==> src/rtl/opdec_pkg.sv <==
package opdec_pkg;

    localparam int OPC_W   = 5;
    localparam int BCODE_W = 5;
    localparam int ACODE_W = 6;
    localparam int NGPR    = 8;
    localparam int GIDX_W  = $clog2(NGPR);
    localparam int LIT_BIAS = 'h21;

    typedef enum logic [1:0] {
        K_GPR  = 2'd0,
        K_MEM  = 2'd1,
        K_SPEC = 2'd2,
        K_LIT  = 2'd3
    } kind_e;

    typedef enum logic [3:0] {
        M_GPR, M_IND, M_IDX, M_STK, M_PEEK, M_PICK,
        M_SPEC, M_NWIND, M_NWLIT, M_INLIT
    } mode_e;

    typedef struct packed {
        mode_e mode;
        logic  needs_word;
        logic  adds_cycle;
        logic  writable;
    } cls_t;

    typedef enum logic [2:0] {
        ST_IDLE, ST_A_DEC, ST_A_WORD, ST_B_DEC, ST_B_WORD, ST_DONE
    } state_e;

endpackage

==> src/rtl/opdec_classify.sv <==
module opdec_classify
    import opdec_pkg::*;
(
    input  logic [ACODE_W-1:0] code,
    output cls_t               cls
);
    always_comb begin
        cls.mode       = M_GPR;
        cls.needs_word = 1'b0;
        cls.adds_cycle = 1'b0;
        cls.writable   = 1'b1;
        if (code[5]) begin
            cls.mode     = M_INLIT;
            cls.writable = 1'b0;
        end else begin
            unique case (code[4:3])
                2'b00: cls.mode = M_GPR;
                2'b01: cls.mode = M_IND;
                2'b10: begin
                    cls.mode       = M_IDX;
                    cls.needs_word = 1'b1;
                    cls.adds_cycle = 1'b1;
                end
                default: begin
                    unique case (code[2:0])
                        3'd0: cls.mode = M_STK;
                        3'd1: cls.mode = M_PEEK;
                        3'd2: begin
                            cls.mode       = M_PICK;
                            cls.needs_word = 1'b1;
                        end
                        3'd6: begin
                            cls.mode       = M_NWIND;
                            cls.needs_word = 1'b1;
                            cls.adds_cycle = 1'b1;
                        end
                        3'd7: begin
                            cls.mode       = M_NWLIT;
                            cls.needs_word = 1'b1;
                            cls.adds_cycle = 1'b1;
                            cls.writable   = 1'b0;
                        end
                        default: cls.mode = M_SPEC;
                    endcase
                end
            endcase
        end
    end
endmodule

==> src/rtl/opdec_resolve.sv <==
module opdec_resolve
    import opdec_pkg::*;
#(
    parameter int DATA_W = 16
) (
    input  mode_e              mode,
    input  logic [ACODE_W-1:0] code,
    input  logic               is_b,
    input  logic [DATA_W-1:0]  gpr,
    input  logic [DATA_W-1:0]  sp,
    input  logic [DATA_W-1:0]  word,
    output kind_e              kind,
    output logic [GIDX_W-1:0]  index,
    output logic [DATA_W-1:0]  value,
    output logic [DATA_W-1:0]  sp_next
);
    localparam logic [DATA_W-1:0] ONE  = DATA_W'(1);
    localparam logic [DATA_W-1:0] BIAS = DATA_W'(LIT_BIAS);

    always_comb begin
        kind    = K_MEM;
        index   = '0;
        value   = '0;
        sp_next = sp;
        unique case (mode)
            M_GPR: begin
                kind  = K_GPR;
                index = code[GIDX_W-1:0];
            end
            M_IND:  value = gpr;
            M_IDX:  value = word + gpr;
            M_STK: begin
                if (is_b) begin
                    value   = sp - ONE;
                    sp_next = sp - ONE;
                end else begin
                    value   = sp;
                    sp_next = sp + ONE;
                end
            end
            M_PEEK:  value = sp;
            M_PICK:  value = sp + word;
            M_SPEC: begin
                kind  = K_SPEC;
                index = code[GIDX_W-1:0] - GIDX_W'(3);
            end
            M_NWIND: value = word;
            M_NWLIT: begin
                kind  = K_LIT;
                value = word;
            end
            M_INLIT: begin
                kind  = K_LIT;
                value = DATA_W'(code) - BIAS;
            end
            default: ;
        endcase
    end
endmodule

==> src/rtl/operand_decoder.sv <==
module operand_decoder
    import opdec_pkg::*;
#(
    parameter int DATA_W = 16
) (
    input  logic                 clk,
    input  logic                 rst_n,
    input  logic                 start,
    input  logic [DATA_W-1:0]    instr,
    input  logic [DATA_W-1:0]    pc_in,
    input  logic [DATA_W-1:0]    sp_in,
    output logic                 busy,
    output logic                 done,
    output logic [OPC_W-1:0]     opcode,
    output logic                 ext_op,
    output logic [BCODE_W-1:0]   ext_sel,
    output logic [GIDX_W-1:0]    gpr_idx,
    input  logic [DATA_W-1:0]    gpr_rdata,
    output logic                 mem_rd_en,
    output logic [DATA_W-1:0]    mem_rd_addr,
    input  logic [DATA_W-1:0]    mem_rd_data,
    output logic [1:0]           a_kind,
    output logic [GIDX_W-1:0]    a_index,
    output logic [DATA_W-1:0]    a_value,
    output logic                 a_wr_ok,
    output logic [1:0]           b_kind,
    output logic [GIDX_W-1:0]    b_index,
    output logic [DATA_W-1:0]    b_value,
    output logic                 b_wr_ok,
    output logic [DATA_W-1:0]    pc_out,
    output logic [DATA_W-1:0]    sp_out,
    output logic [1:0]           extra_cycles
);
    localparam int B_LO = OPC_W;
    localparam int A_LO = OPC_W + BCODE_W;

    state_e              state, state_nx;
    logic [DATA_W-1:0]   instr_q;
    logic                slot_b;
    logic [ACODE_W-1:0]  cur_code;
    cls_t                cls;
    kind_e               r_kind;
    logic [GIDX_W-1:0]   r_index;
    logic [DATA_W-1:0]   r_value;
    logic [DATA_W-1:0]   r_sp_next;
    logic                is_ext;

    assign slot_b   = (state == ST_B_DEC) || (state == ST_B_WORD);
    assign cur_code = slot_b ? {1'b0, instr_q[B_LO +: BCODE_W]}
                             : instr_q[A_LO +: ACODE_W];
    assign is_ext   = (instr_q[OPC_W-1:0] == '0);

    opdec_classify u_classify (
        .code (cur_code),
        .cls  (cls)
    );

    opdec_resolve #(.DATA_W(DATA_W)) u_resolve (
        .mode    (cls.mode),
        .code    (cur_code),
        .is_b    (slot_b),
        .gpr     (gpr_rdata),
        .sp      (sp_out),
        .word    (mem_rd_data),
        .kind    (r_kind),
        .index   (r_index),
        .value   (r_value),
        .sp_next (r_sp_next)
    );

    assign gpr_idx     = cur_code[GIDX_W-1:0];
    assign mem_rd_addr = pc_out;
    assign mem_rd_en   = ((state == ST_A_DEC) || (state == ST_B_DEC)) && cls.needs_word;
    assign busy        = (state != ST_IDLE);
    assign done        = (state == ST_DONE);

    // next-state logic
    always_comb begin
        state_nx = state;
        unique case (state)
            ST_IDLE:   if (start) state_nx = ST_A_DEC;                         // GO
            ST_A_DEC:  state_nx = cls.needs_word ? ST_A_WORD                    // FETCH_A
                                : (is_ext ? ST_DONE : ST_B_DEC);                // SKIP_B / RESOLVE_A
            ST_A_WORD: state_nx = is_ext ? ST_DONE : ST_B_DEC;
            ST_B_DEC:  state_nx = cls.needs_word ? ST_B_WORD : ST_DONE;         // FETCH_B / RESOLVE_B
            ST_B_WORD: state_nx = ST_DONE;
            ST_DONE:   state_nx = ST_IDLE;                                      // RETIRE
            default:   state_nx = ST_IDLE;
        endcase
    end

    // state register
    always_ff @(posedge clk or negedge rst_n) begin
        if (!rst_n) state <= ST_IDLE;
        else        state <= state_nx;
    end

    // outputs and datapath registers
    always_ff @(posedge clk or negedge rst_n) begin
        if (!rst_n) begin
            instr_q      <= '0;
            opcode       <= '0;
            ext_op       <= 1'b0;
            ext_sel      <= '0;
            pc_out       <= '0;
            sp_out       <= '0;
            extra_cycles <= '0;
            a_kind <= '0; a_index <= '0; a_value <= '0; a_wr_ok <= 1'b0;
            b_kind <= '0; b_index <= '0; b_value <= '0; b_wr_ok <= 1'b0;
        end else begin
            unique case (state)
                ST_IDLE: begin
                    if (start) begin
                        instr_q      <= instr;
                        opcode       <= instr[OPC_W-1:0];
                        ext_op       <= (instr[OPC_W-1:0] == '0);
                        ext_sel      <= instr[B_LO +: BCODE_W];
                        pc_out       <= pc_in;
                        sp_out       <= sp_in;
                        extra_cycles <= '0;
                        a_kind <= '0; a_index <= '0; a_value <= '0; a_wr_ok <= 1'b0;
                        b_kind <= '0; b_index <= '0; b_value <= '0; b_wr_ok <= 1'b0;
                    end
                end
                ST_A_DEC, ST_B_DEC: begin
                    if (cls.needs_word) begin
                        pc_out <= pc_out + DATA_W'(1);
                        if (cls.adds_cycle) extra_cycles <= extra_cycles + 2'd1;
                    end else begin
                        sp_out <= r_sp_next;
                        if (slot_b) begin
                            b_kind <= r_kind; b_index <= r_index;
                            b_value <= r_value; b_wr_ok <= cls.writable;
                        end else begin
                            a_kind <= r_kind; a_index <= r_index;
                            a_value <= r_value; a_wr_ok <= cls.writable;
                        end
                    end
                end
                ST_A_WORD, ST_B_WORD: begin
                    sp_out <= r_sp_next;
                    if (slot_b) begin
                        b_kind <= r_kind; b_index <= r_index;
                        b_value <= r_value; b_wr_ok <= cls.writable;
                    end else begin
                        a_kind <= r_kind; a_index <= r_index;
                        a_value <= r_value; a_wr_ok <= cls.writable;
                    end
                end
                default: ;
            endcase
        end
    end


    fetch_pc_step_chk: assert property (@(posedge clk) disable iff (!rst_n)
        mem_rd_en |=> (pc_out == $past(pc_out) + DATA_W'(1)));


    sp_step_chk: assert property (@(posedge clk) disable iff (!rst_n)
        busy |=> ((sp_out == $past(sp_out)) ||
                  (sp_out == $past(sp_out) + DATA_W'(1)) ||
                  (sp_out == $past(sp_out) - DATA_W'(1))));


    ext_b_clear_chk: assert property (@(posedge clk) disable iff (!rst_n)
        (done && ext_op) |-> (b_kind == 2'd0 && b_value == '0 && !b_wr_ok));


    lit_readonly_chk: assert property (@(posedge clk) disable iff (!rst_n)
        done |-> ((a_wr_ok == (a_kind != 2'd3)) && (ext_op || (b_wr_ok == (b_kind != 2'd3)))));


    done_pulse_chk: assert property (@(posedge clk) disable iff (!rst_n)
        done |=> !done);


    idle_hold_chk: assert property (@(posedge clk) disable iff (!rst_n)
        (!busy && !start) |=> ($stable(pc_out) && $stable(sp_out) && $stable(a_value) && $stable(b_value)));

endmodule

==> config.mk <==
export PLATFORM = sky130hd
export DESIGN_NAME = operand_decoder
export DESIGN_NICKNAME = d
export VERILOG_FILES = /design/src/rtl/opdec_pkg.sv /design/src/rtl/opdec_classify.sv /design/src/rtl/opdec_resolve.sv /design/src/rtl/operand_decoder.sv
export SDC_FILE = /design/constraint.sdc
export NUM_CORES = 1
export LEC_CHECK = 0
export CAP_MARGIN = 20
export CORE_ASPECT_RATIO = 0.5
export CORE_MARGIN = 2
export CORE_UTILIZATION = 35
export DETAILED_ROUTE_END_ITERATION = 10
export HOLD_SLACK_MARGIN = 0.02
export PLACE_DENSITY = 0.63
export SKIP_CTS_REPAIR_TIMING = 1
export SLEW_MARGIN = 30
export SYNTH_ARGS = -nofsm -noshare
export SYNTH_HDL_FRONTEND = slang
export SYNTH_SLANG_ARGS = --single-unit
export TNS_END_PERCENT = 30
==> constraint.sdc <==
create_clock -name clk -period 7.1 [get_ports clk]
set_clock_uncertainty 0.2 [all_clocks]
set_input_delay 1.775 -clock clk [delete_from_list [all_inputs] [get_ports clk]]
set_output_delay 1.775 -clock clk [all_outputs]
set_load 0.05 [all_outputs]
==> reports/qor.yml <==
route.met3.wl_mm: 1.47
vias: 7253
ys_seq_area_share_pct: 33.2
fmax_mhz: 148
die_x_um: 210
finalMaxSlewViolations: 0
synth_cell_type_count: 88
final_nets: 1108
wl_met1_mm: 11.4
cp-start-kind: "flop"
port_buffers: 193
ys_ff_latch: 98
cts_sinks: 98
worst-path-max-fanout: 19
synth_edf_count: 0
row_count: 37
grt.overflow.total: 0
maxCapViolCount: 0
synth_flop_cell: "dfrtp_1"
clk_pin_slew_worst_paths_ns: 0.07
clock_latency_ns: 0.36
grt.total_usage_pct: 21.7
cp.arrival_ns: 6.82
cp-end-kind: "flop"
drt_iter0_markers: 774
clk_path_buf_depth: 2
cts-buffers-inserted: 9
grt_pass1_wl_mm: 38.5
finalSetupViolCount: 0
avgSynthCellArea_um2: 8.61
grt_pass1_vias: 6840
antenna_found_initial: 0
finalWirelength_mm: 24.8
period_minus_slack_ns: 6.77
synth_async_sr_flop_share_pct: 100
fp.dieH_um: 107
dr.pass1.iters: 5
rsz0062_at_grt: "no"
synth_nets: 971
die_area_um2: 22400
grt_start_max_net_pins: 81
ys_warn_count: 0
cts_root_buf: "clkbuf_16"
antenna_left: 0
layout_common_cells: "clkdlybuf4s50_1 (192), dfrtp_1 (97), nand2_1 (82)"
viasPerCell: 5.69
wl_per_cell_um: 19.5
worst_pin_slew_ns: 0.797
outcome: "finished, final reports clean"
slew_headroom_pct: 46.6
required_ns: 7.15
fin_crit_sh_pct: 95.4
area_growth_pct: 30.9
pin_count: 194
gp_congestion: 0.925
min_path_type: "reg2reg"
report.final.hold_viol_count: 0
crit_type: "reg2reg"
synth_area_um2: 7390
netlist_instances: 859
drc: 0
antenna_cells: 0
start_util_pct: 35.8
topRoutingLayerUsed: "met4"
dr_wl_met2_mm: 11.6
drive_gt1_share_pct: 10.3
fillers: 1985
cts_tree: "built"
final_common_cell: "clkdlybuf4s50_1"
core_um2: 20600
hpwl_mm: 18.7
htree_levels: 3
tns_ns: 0
-- routing by layer --
layer | track usage (%) | up-vias
li1 | - | 3447
met1 | 29.8 | 3523
met2 | 36.3 | 259
met3 | 3.49 | 24
met4 | 4.71 | 0
met5 | 0 | -
-- flip-flops by register name, summed over array words and instances, names as in the netlist --
signal        flops
instr_q           8
b_value          16
a_wr_ok           1
ext_op            1
ext_sel           4
b_wr_ok           1
a_kind            2
mem_rd_addr      16
extra_cycles      2
b_kind            2
b_index           3
state             3
sp_out           16
a_value          16
a_index           3
opcode            4
-- cell families (layout without fill, tap and decap cells) --
| kind of cell | after synthesis | after routing | share of synthesized area, % |
|---|---|---|---|
| xor+xnor | 29 | 29 | 3.44 |
| mux | 36 | 36 | 5.40 |
| buf+inv | 101 | 243 | 6.89 |
| simple gates | 273 | 273 | 19.6 |
| flops | 98 | 98 | 33.2 |
| compound gates | 293 | 293 | 26.5 |
| fa+ha+maj | 29 | 29 | 5.01 |
-- worst max-delay path, stage by stage (launching register included) --
cell and delay [ns]:
dfrtp_2 0.53, or3b_1 0.48, nand2_4 0.09, inv_2 0.10, mux2i_2 0.35, inv_1 0.18, ha_1 0.24, ha_1 0.27
or3_1 0.50, or4_4 0.57, nor2_8 0.32, mux2_2 0.40, ha_1 0.29, a211oi_1 0.33, o21a_1 0.20, o21ai_0 0.17
a31oi_1 0.35, a21oi_1 0.17, xor2_1 0.17, a221oi_1 0.30, o211ai_1 0.22, a22o_1 0.24
-- cell type report --
| class | count | area, um^2 | area share [%] |
|---|---|---|---|
| flip-flops and latches | 98 | 2450 | 25.4 |
| inverters | 21 | 78.8 | 0.815 |
| well taps | 273 | 342 | 3.53 |
| repair buffers | 206 | 2030 | 21.0 |
| multi-input cells | 660 | 4470 | 46.2 |
| clock buffers | 9 | 225 | 2.33 |
| clock inverters | 7 | 77.6 | 0.802 |
-- metrics by stage --
step	worst slack (ns)	hold WS [ns]	util, %	cells	area, um^2
floorplan	0.719	0.296	-	859	7390
global placement	0.403	0.267	45.2	1258	9340
detailed placement	0.134	0.274	45.3	1258	9350
CTS	0.130	0.289	46.7	1274	9650
global route	0.0264	0.320	46.9	1274	9680
finish	0.327	0.286	46.9	1274	9680
-- worst paths after layout --
kind	start	to	slack [ns]	depth (start not counted)
min reg2reg	b_kind[1]$_DFFE_PN0P_	b_kind[1]$_DFFE_PN0P_	0.29	2
min in group asynchronous	rst_n	sp_out[11]$_DFFE_PN0P_	1.07	1
max reg2reg	state[1]$_DFFE_PN0N_	b_value[13]$_DFFE_PN0P_	0.33	21
max	state[1]$_DFFE_PN0N_	b_value[13]$_DFFE_PN0P_	0.33	21
max in group asynchronous	rst_n	state[1]$_DFFE_PN0N_	4.57	2
min	b_kind[1]$_DFFE_PN0P_	b_kind[1]$_DFFE_PN0P_	0.29	2
-- cells in the mapped netlist (6+ instances only) --
| cell type | count | area (um^2) |
|---|---|---|
| dfrtp_1 | 98 | 2450 |
| nand2_1 | 82 | 308 |
| a21oi_1 | 70 | 350 |
| o21ai_0 | 59 | 295 |
| nor2_1 | 55 | 206 |
| clkbuf_1 | 39 | 146 |
| mux2_2 | 31 | 349 |
| buf_4 | 28 | 210 |
| ha_1 | 28 | 350 |
| a22o_1 | 23 | 201 |
| o22ai_1 | 23 | 144 |
| nand3_1 | 22 | 110 |
| inv_1 | 20 | 75.1 |
| xnor2_1 | 18 | 158 |
| nor3_1 | 17 | 85.1 |
| a31oi_1 | 12 | 75.1 |
| or3_1 | 11 | 68.8 |
| xor2_1 | 11 | 96.3 |
| a211oi_1 | 10 | 75.1 |
| a21o_1 | 10 | 75.1 |
| a22oi_1 | 9 | 67.6 |
| nand2b_1 | 9 | 56.3 |
| or2_2 | 9 | 56.3 |
| nand4_1 | 8 | 50.1 |
| o21a_1 | 8 | 60.1 |
| buf_2 | 7 | 35.0 |
| nor4_1 | 7 | 43.8 |
| o211ai_1 | 7 | 52.6 |
| or4_1 | 7 | 52.6 |
| a221oi_1 | 6 | 52.6 |
| a2bb2oi_1 | 6 | 52.6 |
| and3_1 | 6 | 37.5 |
| nor2b_1 | 6 | 37.5 |
Power is left out: the tool's default activity adds up to more than one toggle a clock period on the data nets, which glitch-free logic cannot reach.
